[config.mk]
export PLATFORM = sky130hd
export DESIGN_NAME = ibd_addr_gen
export DESIGN_NICKNAME = d
export VERILOG_FILES = /design/src/rtl/ibd_pkg.sv /design/src/rtl/ibd_reg_term.sv /design/src/rtl/ibd_access_check.sv /design/src/rtl/ibd_addr_gen.sv
export SDC_FILE = /design/constraint.sdc
export NUM_CORES = 1
export LEC_CHECK = 0
export BUFFER_PORTS_ARGS = -buffer_cell sky130_fd_sc_hd__buf_2
export CAP_MARGIN = 20
export CORE_ASPECT_RATIO = 0.9
export CORE_MARGIN = 2
export CORE_UTILIZATION = 40
export CTS_CLUSTER_DIAMETER = 100
export DETAILED_ROUTE_END_ITERATION = 8
export GPL_ROUTABILITY_DRIVEN = 0
export GPL_TIMING_DRIVEN = 0
export PLACE_DENSITY = 0.78
export SLEW_MARGIN = 20
export SYNTH_ARGS = -nofsm -noshare
export SYNTH_HDL_FRONTEND = slang
export SYNTH_SLANG_ARGS = --single-unit
[constraint.sdc]
create_clock -name clk -period 5 [get_ports clk]
set_clock_uncertainty 0.2 [all_clocks]
set_input_delay 1 -clock clk [delete_from_list [all_inputs] [get_ports clk]]
set_output_delay 1 -clock clk [all_outputs]
set_load 0.01 [all_outputs]
[src/rtl/ibd_pkg.sv]
package ibd_pkg;
  localparam int unsigned ADDR_W  = 16;
  localparam int unsigned FIELD_W = 4;
  localparam int unsigned DISP_W  = 12;
  localparam int unsigned LANES   = 2;

  typedef logic [ADDR_W-1:0]  addr_t;
  typedef logic [FIELD_W-1:0] field_t;
  typedef logic [DISP_W-1:0]  disp_t;
  typedef logic [LANES-1:0]   lane_t;

  // zero-extend the displacement to address width
  function automatic addr_t widen_disp(input disp_t d);
    return addr_t'(d);
  endfunction

  // modulo-2^ADDR_W sum of three terms
  function automatic addr_t sum3(input addr_t a, input addr_t b, input addr_t c);
    return a + b + c;
  endfunction

  // halfword enables both lanes; a byte picks the lane named by bit 0
  function automatic lane_t pick_lanes(input logic half, input logic odd);
    lane_t l;
    if (half) l = '1;
    else      l = odd ? lane_t'(2'b10) : lane_t'(2'b01);
    return l;
  endfunction
endpackage

[src/rtl/ibd_reg_term.sv]
module ibd_reg_term
  import ibd_pkg::*;
#(
  parameter int unsigned W  = ADDR_W,
  parameter int unsigned FW = FIELD_W
) (
  input  logic          clk,
  input  logic          rst_n,
  input  logic [FW-1:0] fld,
  input  logic          allow,
  output logic [FW-1:0] rd_sel,
  output logic          rd_en,
  input  logic [W-1:0]  rd_data,
  output logic [W-1:0]  term
);
  logic fld_is_zero;

  assign fld_is_zero = (fld == '0);
  assign rd_sel      = fld;
  assign rd_en       = allow && !fld_is_zero;
  assign term        = rd_en ? rd_data : '0;


  zero_field_no_read_chk: assert property (@(posedge clk) disable iff (!rst_n)
    fld_is_zero |-> (!rd_en && term == '0));


  blocked_no_read_chk: assert property (@(posedge clk) disable iff (!rst_n)
    !allow |-> (!rd_en && term == '0));
endmodule

[src/rtl/ibd_access_check.sv]
module ibd_access_check
  import ibd_pkg::*;
(
  input  logic  clk,
  input  logic  rst_n,
  input  addr_t addr,
  input  logic  half,
  input  logic  strobe,
  output lane_t lanes,
  output logic  valid_q,
  output logic  fault_q
);
  logic misaligned;

  assign misaligned = half && addr[0];
  assign lanes      = pick_lanes(half, addr[0]);

  always_ff @(posedge clk or negedge rst_n) begin
    if (!rst_n) begin
      valid_q <= 1'b0;
      fault_q <= 1'b0;
    end else begin
      valid_q <= strobe;
      fault_q <= strobe && misaligned;
    end
  end


  byte_one_lane_chk: assert property (@(posedge clk) disable iff (!rst_n)
    !half |-> ($countones(lanes) == 1));


  valid_follows_strobe_chk: assert property (@(posedge clk) disable iff (!rst_n)
    strobe |=> valid_q);


  fault_needs_valid_chk: assert property (@(posedge clk) disable iff (!rst_n)
    fault_q |-> valid_q);


  byte_never_faults_chk: assert property (@(posedge clk) disable iff (!rst_n)
    (strobe && !half) |=> !fault_q);
endmodule

[src/rtl/ibd_addr_gen.sv]
module ibd_addr_gen
  import ibd_pkg::*;
(
  input  logic        clk,
  input  logic        rst_n,
  input  logic [3:0]  op_index,
  input  logic [3:0]  op_base,
  input  logic [11:0] op_disp,
  input  logic        bd_only,
  input  logic        is_half,
  input  logic        strobe,
  output logic [3:0]  idx_rd_sel,
  output logic        idx_rd_en,
  input  logic [15:0] idx_rd_data,
  output logic [3:0]  base_rd_sel,
  output logic        base_rd_en,
  input  logic [15:0] base_rd_data,
  output logic [15:0] eff_addr,
  output logic [1:0]  lane_sel,
  output logic        res_valid,
  output logic        res_fault
);
  addr_t idx_term, base_term, disp_term;

  ibd_reg_term u_idx (
    .clk(clk), .rst_n(rst_n), .fld(op_index), .allow(!bd_only),
    .rd_sel(idx_rd_sel), .rd_en(idx_rd_en), .rd_data(idx_rd_data),
    .term(idx_term)
  );

  ibd_reg_term u_base (
    .clk(clk), .rst_n(rst_n), .fld(op_base), .allow(1'b1),
    .rd_sel(base_rd_sel), .rd_en(base_rd_en), .rd_data(base_rd_data),
    .term(base_term)
  );

  assign disp_term = widen_disp(op_disp);
  assign eff_addr  = sum3(idx_term, base_term, disp_term);

  ibd_access_check u_chk (
    .clk(clk), .rst_n(rst_n), .addr(eff_addr), .half(is_half),
    .strobe(strobe), .lanes(lane_sel), .valid_q(res_valid),
    .fault_q(res_fault)
  );


  mode_drops_index_chk: assert property (@(posedge clk) disable iff (!rst_n)
    bd_only |-> !idx_rd_en);


  no_regs_is_disp_chk: assert property (@(posedge clk) disable iff (!rst_n)
    (!idx_rd_en && !base_rd_en) |-> (eff_addr == {4'h0, op_disp}));
endmodule

After elaboration in Yosys (flattened, before gate mapping)
Cells that the tools add are included.
Word-level totals
  register bits after elaboration: 2
  bits of input ports: 57
  output and inout bits: 30
Cells by class
  add/sub/neg operators: 2
  multiplexer cells: 4
  reductions and logical operators: 8
Operators with widths (number)
  16-bit 2-to-1 mux: 2
  16-bit by 12-bit adder with 16-bit output: 1
  16-bit adder: 1
  4-bit logical NOT: 2
  2-bit 2-to-1 mux: 2
  1-bit logical AND: 3
  1-bit logical NOT: 3

Depth between registers and ports, before layout
Gate-level depths: netlist (run 1).
  word-level depth: 8
  gate-level depth with buffers: 12
  mapped depth without buffers: 12

Hierarchy
A second synthesis (run 1) with hierarchy kept.
Second synthesis, totals
  cells, all modules: 185
  area, all modules: 1539.0 sq um
By module, submodules not included
  ibd_addr_gen: times used 1, cells an instance 130, area an instance 1121.1 sq um, sequential area each 0.0 sq um
  ibd_reg_term: times used 2, cells an instance 25, area an instance 173.9 sq um, sequential area each 0.0 sq um
  ibd_access_check: times used 1, cells an instance 5, area an instance 70.1 sq um, sequential area each 50.0 sq um

Least setup slack after synthesis (run 1)
Ideal clock, no wire load.
  path type: input-to-output
  start point: input port op_base[3]
  end point: output port eff_addr[13]
  arrival time: 3.924 ns
  path slack: -0.124 ns
  stages: 12
  buffers on the path: 1
  cell sequence: or4_4 > buf_6 > and2_1 > fa_1 > ha_1 > inv_1 > fa_1 > inv_1 > a21oi_1 > o21a_1 > o31a_1 > a221oi_1
On the way
  cells in the longest elaborated chain, start to end: 4
Ends and longest elaborated chain
  start, declared: line ibd_addr_gen.sv:7  | input logic [3:0] op_base,
  4-bit logical NOT: line ibd_reg_term.sv:18  | assign fld_is_zero = (fld == '0);
  16-bit 2-to-1 mux: line ibd_reg_term.sv:21  | assign term = rd_en ? rd_data : '0;
  16-bit adder: line ibd_pkg.sv:19  | return a + b + c;
  16-bit by 12-bit adder with 16-bit output: line ibd_pkg.sv:19
  end, declared: line ibd_addr_gen.sv:18  | output logic [15:0] eff_addr,
Every way passes these cells.

Worst setup path in the final report (run 1)
  start point: input port op_base[2]
  end point: output port eff_addr[14]
The elaborated chain is that of the path after synthesis.

==> results of run 1 <==
-- cell usage after synthesis, types with 2 or more instances --
cell type   n
and2_1     31
ha_1       17
fa_1       13
a21o_1     10
a21oi_1     8
buf_4       8
inv_1       8
nand2_1     8
nor2_1      7
xnor2_1     7
o21ai_0     5
a221oi_1    4
a211oi_1    3
and3_1      3
clkbuf_1    3
nand3_1     3
buf_6       2
dfrtp_1     2
nand2b_1    2
nor3_1      2
nor4_1      2
or4_1       2
xnor2_2     2
-- routing by layer --
metal | vias up | share of wire (%) | wire length, µm | GRT usage (%)
li1 | 790 | - | - | -
met1 | 757 | 36 | 1550 | 20.7
met2 | 61 | 54 | 2320 | 36.7
met3 | 4 | 7.8 | 333 | 3.15
met4 | 0 | 1.3 | 55 | 4.08
met5 | - | 0 | 0 | 0
-- logic make-up after synthesis --
| kind of cell | share of synthesized area (%) |
|---|---|
| flops | 3.55 |
| simple gates | 26.6 |
| buf+inv | 9.13 |
| mux | 0.709 |
| fa+ha+maj | 33.5 |
| compound gates | 19.2 |
| xor+xnor | 7.27 |
-- power groups by stage --
stage / Combinational [mW] / Clock [mW] / Sequential [mW]
CTS: 0.420 / 0.0676 / 0.0174
floorplan: 0.252 / 0 / 0.0182
detailed placement: 0.371 / 0 / 0.0176
finish: 0.476 / 0.0674 / 0.0175
global route: 0.516 / 0.0692 / 0.0176
global placement: 0.366 / 0 / 0.0176
-- how the worst max path moves through the flow --
stage               start           end  slack [ns]  depth (start not counted)
6_report       op_base[2]  eff_addr[14]       -0.16                         11
3_3_place_gp   op_base[3]  eff_addr[15]       -0.45                         14
3_5_place_dp   op_base[3]  eff_addr[15]       -0.50                         14
4_1_cts        op_base[0]  eff_addr[14]       -0.14                         12
2_1_floorplan  op_base[3]  eff_addr[13]       -0.03                         12
5_1_grt        op_base[2]  eff_addr[14]       -0.24                         11
-- metrics by stage --
step / total power [mW] / instance area (µm²) / TNS [ns]
after floorplan: 0.270 / 1430 / -0.0338
after global placement: 0.383 / 1910 / -1.95
after detailed placement: 0.389 / 1910 / -2.11
after CTS: 0.505 / 2120 / -0.421
after global routing: 0.602 / 2290 / -1.06
final: 0.561 / 2290 / -0.551
-- state kept, by name, indices dropped and copies added (netlist names) --
signal	flops
u_chk.fault_q	1
u_chk.valid_q	1
-- final cells by class --
type	count	area share [%]
repair buffers	102	25.1
inverters	8	1.31
plain buffers	12	4.14
clock buffers	3	1.80
multi-input cells	145	63.1
well taps	44	2.40
flip-flops and latches	2	2.18
-- timing repair --
item,4_1_cts,5_1_grt
buffers inserted,9,7
resized for setup,26,23
gates cloned,0,0
endpoints found under the setup margin,7,8
pin swaps,10,20
==> qor.txt, run 1 <==
Syn Inst Count - 169
die footprint - 4020 µm²
Tcrit/Tclk final - 103%
hold_buf cts - 0
net switching power figure - 251 µW
Primary FF master, synth - dfrtp_1
largest net degree at the start of global routing - 11
Clk pwr share - 12.0%
post-layout utilization of the core - 67.9%
fmax - 0.194 GHz
overall routed net length - 4.25 mm
Finished Layout Cells - 316
Synth area leader - fa_1
CTS sink count - 2
maximum VDD drop - 0.000155 V
Req. time, crit path - 3.80 ns
CTS tree - yes
dpl hpwl - 3.13 mm
Ports - 87
P_int - 310 µW
Initial Util - 41.8%
fin nets - 361
Syn Nets - 256
CP arrival - 3.96 ns
most frequent cells in the layout - 85 x buf_2, 27 x and2_1, 24 x buf_4
PD cells - 244 nW/µm²
die extent in x - 66.6 µm
Seq pwr share - 3.1%
n_diodes - 0
Longest Clk Path Bufs - 2
switching share of power - 44.8%
EDFF count, synth - 0
share of post-route cells with drive strength above 1 - 58.1%
Multi-input gate area - 1450 µm²
top-area cell type share of the netlist area - 18.4%
vias in the first global route - 1,438
RSZ-0062 raised after global routing - yes
Synth Register Bits - 2
CP cell instances - buf_6, or4_4, and2_4, fa_1, ha_4, a21o_1, a21oi_2, a21oi_2, or4_4, o2111ai_2, buf_2
final count of negative-setup-slack endpoints - 6
Slew headroom - 79.9%
Area Growth Syn to Fin - 62.6%
Critical Path Source Type - primary input
IO Port Bufs - 86
Seq/Total Area, Yosys - 3.55%
largest stage delay on the critical path - 0.59 ns
final count of hold timing violations - 0
Syn. warnings - 0
WL/cell - 13.5 µm
leading cell type in the layout, fill and taps excluded - buf_2
Gate power share - 84.9%
initial antenna violation count - 0
placed insts - 299
average size of a mapped cell - 8.35 µm²
Crit path buffers/inverters - 2
core area - 3380 µm²
CTS Buf Count - 3
CP top delay family - simple AND/OR/NAND/NOR gates
Worst-path clk slew - 0.03 ns
Residual DRC - 0
grt ovf - 0
Final WS setup - -0.158 ns
Async SR Flop Fraction - 100%
die height - 60.4 µm
WS Path Type - primary input to primary output
slew of the pin with the lowest slew margin - 0.302 ns
failing checks - negative setup slack
drt pass-1 iters - 4
Synth area leaders - fa_1 18%, ha_1 15%, and2_1 14%, a21o_1 5.3%, xnor2_1 4.3%
via count - 1,612
clock root cell - clkbuf_8
ANT nets after route - 0
layout filler cell count - 293
Worst Hold Class - primary input to asynchronous set/reset pin
post-place setup slack - -0.495 ns
via/cell ratio - 5.10
DR iter-0 viols - 23
P_leak - 1.16 nW
Overall Global Routing Usage - 18.5%
Critical Path Fanout Max - 8
# rows - 20
status - finished with violations
Unique masters post-synth - 40
max-cap violations - 0
synthesized area - 1410 µm²
H-tree Lvls - 1
flip-flop and latch area - 50.0 µm²
Final Critical Period - 5.16 ns
Critical Path End Type - primary output
CP max-delay cell - or4_4
first-pass GRT wire length - 5.86 mm
final hold slack - 0.358 ns
max-slew violation count - 0
(Power assumes the default switching activity.)
==> run 2, diff against run 1 <==
--- a/config.mk
+++ b/config.mk
@@ -9,12 +9,13 @@
 export CAP_MARGIN = 20
 export CORE_ASPECT_RATIO = 0.9
 export CORE_MARGIN = 2
-export CORE_UTILIZATION = 40
+export CORE_UTILIZATION = 41
+export CTS_BUF_LIST = sky130_fd_sc_hd__clkbuf_8
 export CTS_CLUSTER_DIAMETER = 100
 export DETAILED_ROUTE_END_ITERATION = 8
 export GPL_ROUTABILITY_DRIVEN = 0
 export GPL_TIMING_DRIVEN = 0
-export PLACE_DENSITY = 0.78
+export PLACE_DENSITY = 0.8
 export SLEW_MARGIN = 20
 export SYNTH_ARGS = -nofsm -noshare
 export SYNTH_HDL_FRONTEND = slang
==> run 2 against run 1 <==
  * The run still ends with negative setup slack left
  * Fmax is 0.91% lower
  * Combinational power decreased by 7.6%
  * Sequential power about the same
  * Via count rose by 0.25%
  * Routed wire length is 3.8% lower
  * First-iteration DRC count rose by 8.7%
  * Sequential share of layout area rose by 0.083 points
  * Count of clock-buffer cells in the layout did not move
  * Die area fell by 2.3%
  * Sequential cell count stayed put
  * Critical path depth rose by 2
  * Critical endpoint is now eff_addr[13]
  * Largest power group unchanged
  * Highest routed layer unchanged
==> qor.txt, run 2 (synthesis gave the netlist of run 1 again) <==
ANT nets after route - 0
CTS Buf Count - 3
initial antenna violation count - 0
post-place setup slack - -0.481 ns
maximum VDD drop - 0.000132 V
drt pass-1 iters - 4
final count of negative-setup-slack endpoints - 6
CTS tree - yes
die footprint - 3930 µm²
PD cells - 238 nW/µm²
Critical Path End Type - primary output
H-tree Lvls - 1
clock root cell - clkbuf_8
via/cell ratio - 5.10
n_diodes - 0
share of post-route cells with drive strength above 1 - 55.3%
Slew headroom - 76.2%
final count of hold timing violations - 0
most frequent cells in the layout - 85 x buf_2, 26 x and2_1, 23 x buf_4
die height - 59.7 µm
status - finished with violations
via count - 1,616
Residual DRC - 0
placed insts - 299
Longest Clk Path Bufs - 2
Worst Setup SP - op_base[0]
max-slew violation count - 0
DR iter-0 viols - 25
core area - 3330 µm²
CTS sink count - 2
RSZ-0062 raised after global routing - yes
failing checks - negative setup slack
grt ovf - 0
Overall Global Routing Usage - 21.2%
Final Critical Period - 5.21 ns
Worst-path clk slew - 0.03 ns
first-pass GRT wire length - 6.51 mm
Finished Layout Cells - 317
largest registers - u_chk.fault_q x1, u_chk.valid_q x1
leading cell type in the layout, fill and taps excluded - buf_2
largest net degree at the start of global routing - 11
# rows - 20
CP arrival - 4.01 ns
Tcrit/Tclk final - 104%
vias in the first global route - 1,582
max-cap violations - 0
die extent in x - 65.8 µm
post-layout utilization of the core - 66.4%
WL/cell - 12.9 µm
Req. time, crit path - 3.80 ns
slew of the pin with the lowest slew margin - 0.353 ns
Area Growth Syn to Fin - 56.6%
overall routed net length - 4.09 mm
fin nets - 362
Critical Path Source Type - primary input
Ports - 87
P_leak - 1.16 nW
Initial Util - 42.4%
WS Path Type - primary input to primary output
Power Total - 526 µW
Worst Hold Class - primary input to asynchronous set/reset pin
IO Port Bufs - 86
fmax - 0.192 GHz
Final WS setup - -0.206 ns
dpl hpwl - 3.01 mm
Critical Path Fanout Max - 5
-- run 2: cell count changes in the layout (fill, tap and decap cells not counted), sizes merged --
cell / previous run / this run
clkbuf: 3 / 5
or4: 3 / 4
buf: 114 / 112
-- run 2: what timing repair did --
action                                  CTS  global route
setup buffers                            13             3
cloned                                    2             0
pin swaps                                21             4
endpoints found under the setup margin    7             8
hold buffers                              0             0
gates resized for setup                  27            14
-- run 2: power breakdown --
part | total [mW] | switching (mW) | internal [mW]
Sequential | 0.0174 | 0.000164 | 0.0172
Combinational | 0.440 | 0.220 | 0.220
Clock | 0.0682 | 0.0169 | 0.0513
Total | 0.526 | 0.237 | 0.289
-- run 2: worst paths after layout --
check | end | slack [ns] | cells after the start
max in group asynchronous | u_chk.fault_q | 4.14 | 1
max | eff_addr[13] | -0.21 | 13
min | u_chk.valid_q | 0.36 | 1
min in group clk | u_chk.valid_q | 0.70 | 1
-- run 2: layout make-up --
| cell class | instances | area (µm²) |
|---|---|---|
| buffer | 12 | 95.1 |
| fill | 278 | 1120 |
| timing repair buffer | 102 | 564 |
| inverter | 8 | 30.0 |
| multi-input combinational | 146 | 1380 |
| sequential | 2 | 50.0 |
| clock buffer | 3 | 41.3 |
| tap | 44 | 55.1 |
-- run 2: critical path, cell delays in order --
cell and delay [ns]:
buf_8 0.10, or4_4 0.57, and2_4 0.17, fa_1 0.55
ha_2 0.20, inv_2 0.04, fa_2 0.37, inv_2 0.06
a21oi_2 0.06, o21a_1 0.19, o31a_1 0.28, a221oi_2 0.23
buf_2 0.18
-- run 2: metal layers --
metal	routed length [µm]	track usage (%)	share of wire, %
met1	1590	22.4	39
met2	2090	43.6	51
met3	407	3.58	9.9
met4	13	4.76	0.32
met5	0	0	0
-- run 2: through the flow --
stage	hold WS, ns	instance area, µm²	TNS [ns]
2_1_floorplan	0.504	1430	-0.0338
3_3_place_gp	0.586	1910	-1.97
3_5_place_dp	0.588	1910	-2.14
4_1_cts	0.357	2150	-0.779
5_1_grt	0.361	2210	-1.56
6_report	0.355	2210	-0.740
==> run 3, diff against run 2 <==
--- a/config.mk
+++ b/config.mk
@@ -15,7 +15,7 @@
 export DETAILED_ROUTE_END_ITERATION = 8
 export GPL_ROUTABILITY_DRIVEN = 0
 export GPL_TIMING_DRIVEN = 0
-export PLACE_DENSITY = 0.8
+export PLACE_DENSITY_LB_ADDON = 0.25
 export SLEW_MARGIN = 20
 export SYNTH_ARGS = -nofsm -noshare
 export SYNTH_HDL_FRONTEND = slang
==> run 3 against run 2 <==
  * The flow still finishes with violations (negative setup slack)
  * Clock power decreased by 5.9%
  * Sequential power barely moved
  * Sequential share of layout area barely moved
  * Utilization up 0.64 points
  * First-iteration DRC count is the same
  * Via count fell by 2.3%
  * Fmax is 1.1% higher
  * Sequential cell count stayed put
  * Total power rose by 1.2%
  * Worst hold slack better by 0.011 ns
  * Non-clock buffer count fell by 4
  * Routed wire length decreased by 3.6%
  * Critical path type unchanged
  * Largest power group unchanged
==> qor.txt, run 3 (synthesis gave the netlist of run 1 again) <==
via/cell ratio - 5.06
Clk pwr share - 12.1%
Final Instance Area - 2230 µm²
Power Total - 532 µW
Slew headroom - 79.4%
drt pass-1 iters - 2
most frequent cells in the layout - 84 x buf_2, 29 x and2_1, 21 x buf_4
Critical Path Source Type - primary input
overall routed net length - 3.95 mm
CTS sink count - 2
final count of negative-setup-slack endpoints - 5
die footprint - 3930 µm²
clock root cell - clkbuf_8
net switching power figure - 238 µW
Longest Clk Path Bufs - 2
vias in the first global route - 1,549
Critical Path End Type - primary output
largest net degree at the start of global routing - 11
PD cells - 238 nW/µm²
# rows - 20
H-tree Lvls - 1
WL/cell - 12.6 µm
Req. time, crit path - 3.80 ns
dpl hpwl - 3.03 mm
first-pass GRT wire length - 6.27 mm
via count - 1,579
DR iter-0 viols - 25
CP arrival - 3.95 ns
Final Critical Period - 5.15 ns
post-place setup slack - -0.434 ns
fin nets - 357
placed inst area - 1910 µm²
die height - 59.7 µm
n_diodes - 0
Residual DRC - 0
IO Port Bufs - 86
largest registers - u_chk.fault_q x1, u_chk.valid_q x1
grt ovf - 0
ANT nets after route - 0
switching share of power - 44.6%
maximum VDD drop - 0.000121 V
Tcrit/Tclk final - 103%
Finished Layout Cells - 312
max-slew violation count - 0
Area Growth Syn to Fin - 58.2%
hold_buf cts - 0
Gate power share - 84.7%
CTS tree - yes
max-cap violations - 0
setup TNS - -0.544 ns
Worst-path clk slew - 0.03 ns
final count of hold timing violations - 0
Initial Util - 42.4%
Overall Global Routing Usage - 20.0%
layout filler cell count - 288
Ports - 87
slew of the pin with the lowest slew margin - 0.304 ns
Final WS setup - -0.147 ns
die extent in x - 65.8 µm
Critical Path Fanout Max - 8
P_leak - 1.14 nW
Worst Hold Class - primary input to asynchronous set/reset pin
Seq pwr share - 3.3%
placed insts - 299
share of post-route cells with drive strength above 1 - 55.6%
failing checks - negative setup slack
status - finished with violations
WS Path Type - primary input to primary output
P_int - 295 µW
leading cell type in the layout, fill and taps excluded - buf_2
CTS Buf Count - 3
fmax - 0.194 GHz
core area - 3330 µm²
initial antenna violation count - 0
RSZ-0062 raised after global routing - yes
-- run 3: changes by cell type in the layout (fill, tap and decap cells not counted), moves of 2 or more --
cell / previous run / this run
and2_1: 26 / 29
a21oi_1: 6 / 4
and2_4: 5 / 2
ha_1: 10 / 8
ha_4: 3 / 5
nor2_2: 2 / 0
buf_4: 23 / 21
-- run 3: power groups by stage --
stage / clock [mW] / combinational (mW) / sequential, mW
2_1_floorplan: 0 / 0.252 / 0.0182
3_3_place_gp: 0 / 0.365 / 0.0176
3_5_place_dp: 0 / 0.370 / 0.0176
4_1_cts: 0.0652 / 0.422 / 0.0174
5_1_grt: 0.0663 / 0.497 / 0.0175
6_report: 0.0642 / 0.451 / 0.0174
-- run 3: per-layer routing --
layer | global-route usage (%) | wire length [µm]
met1 | 24.1 | 1600
met2 | 40.0 | 2090
met3 | 0.753 | 238
met4 | 2.98 | 22
met5 | 0 | 0
-- run 3: path summary, 6_finish.rpt --
path / from / to
worst max-delay path: op_base[3] / eff_addr[13]
worst min-delay path: rst_n / u_chk.fault_q
max in group asynchronous: rst_n / u_chk.valid_q
min in group clk: strobe / u_chk.valid_q
-- run 3: timing repair --
item / in CTS / in global routing
pin swaps: 13 / 10
resized for setup: 29 / 20
buffers inserted: 10 / 3
endpoints found under the setup margin: 7 / 9
-- run 3: worst max-delay path, cell delays in order --
cell and delay (ns):
buf_6 0.09, or4_4 0.59, and2_4 0.17, fa_1 0.49, ha_2 0.19, inv_2 0.04
fa_2 0.35, inv_2 0.09, a21oi_4 0.06, o21a_1 0.19, o31a_1 0.27, a221oi_2 0.24
buf_2 0.17
-- run 3: metrics by stage --
| step | util (%) | hold slack (ns) |
|---|---|---|
| detailed placement | 57.4 | 0.587 |
| global placement | 57.4 | 0.586 |
| CTS | 64.1 | 0.366 |
| floorplan | - | 0.504 |
| finish | 67.1 | 0.366 |
| global route | 67.1 | 0.368 |
-- run 3: final cells by class --
type | count | area (µm²) | share of cell area [%]
Tap cell | 44 | 55.1 | 2.47
Inverter | 8 | 30.0 | 1.35
Sequential cell | 2 | 50.0 | 2.24
Timing Repair Buffer | 99 | 544 | 24.4
Buffer | 11 | 92.6 | 4.15
Multi-Input combinational cell | 145 | 1420 | 63.6
Clock buffer | 3 | 41.3 | 1.85
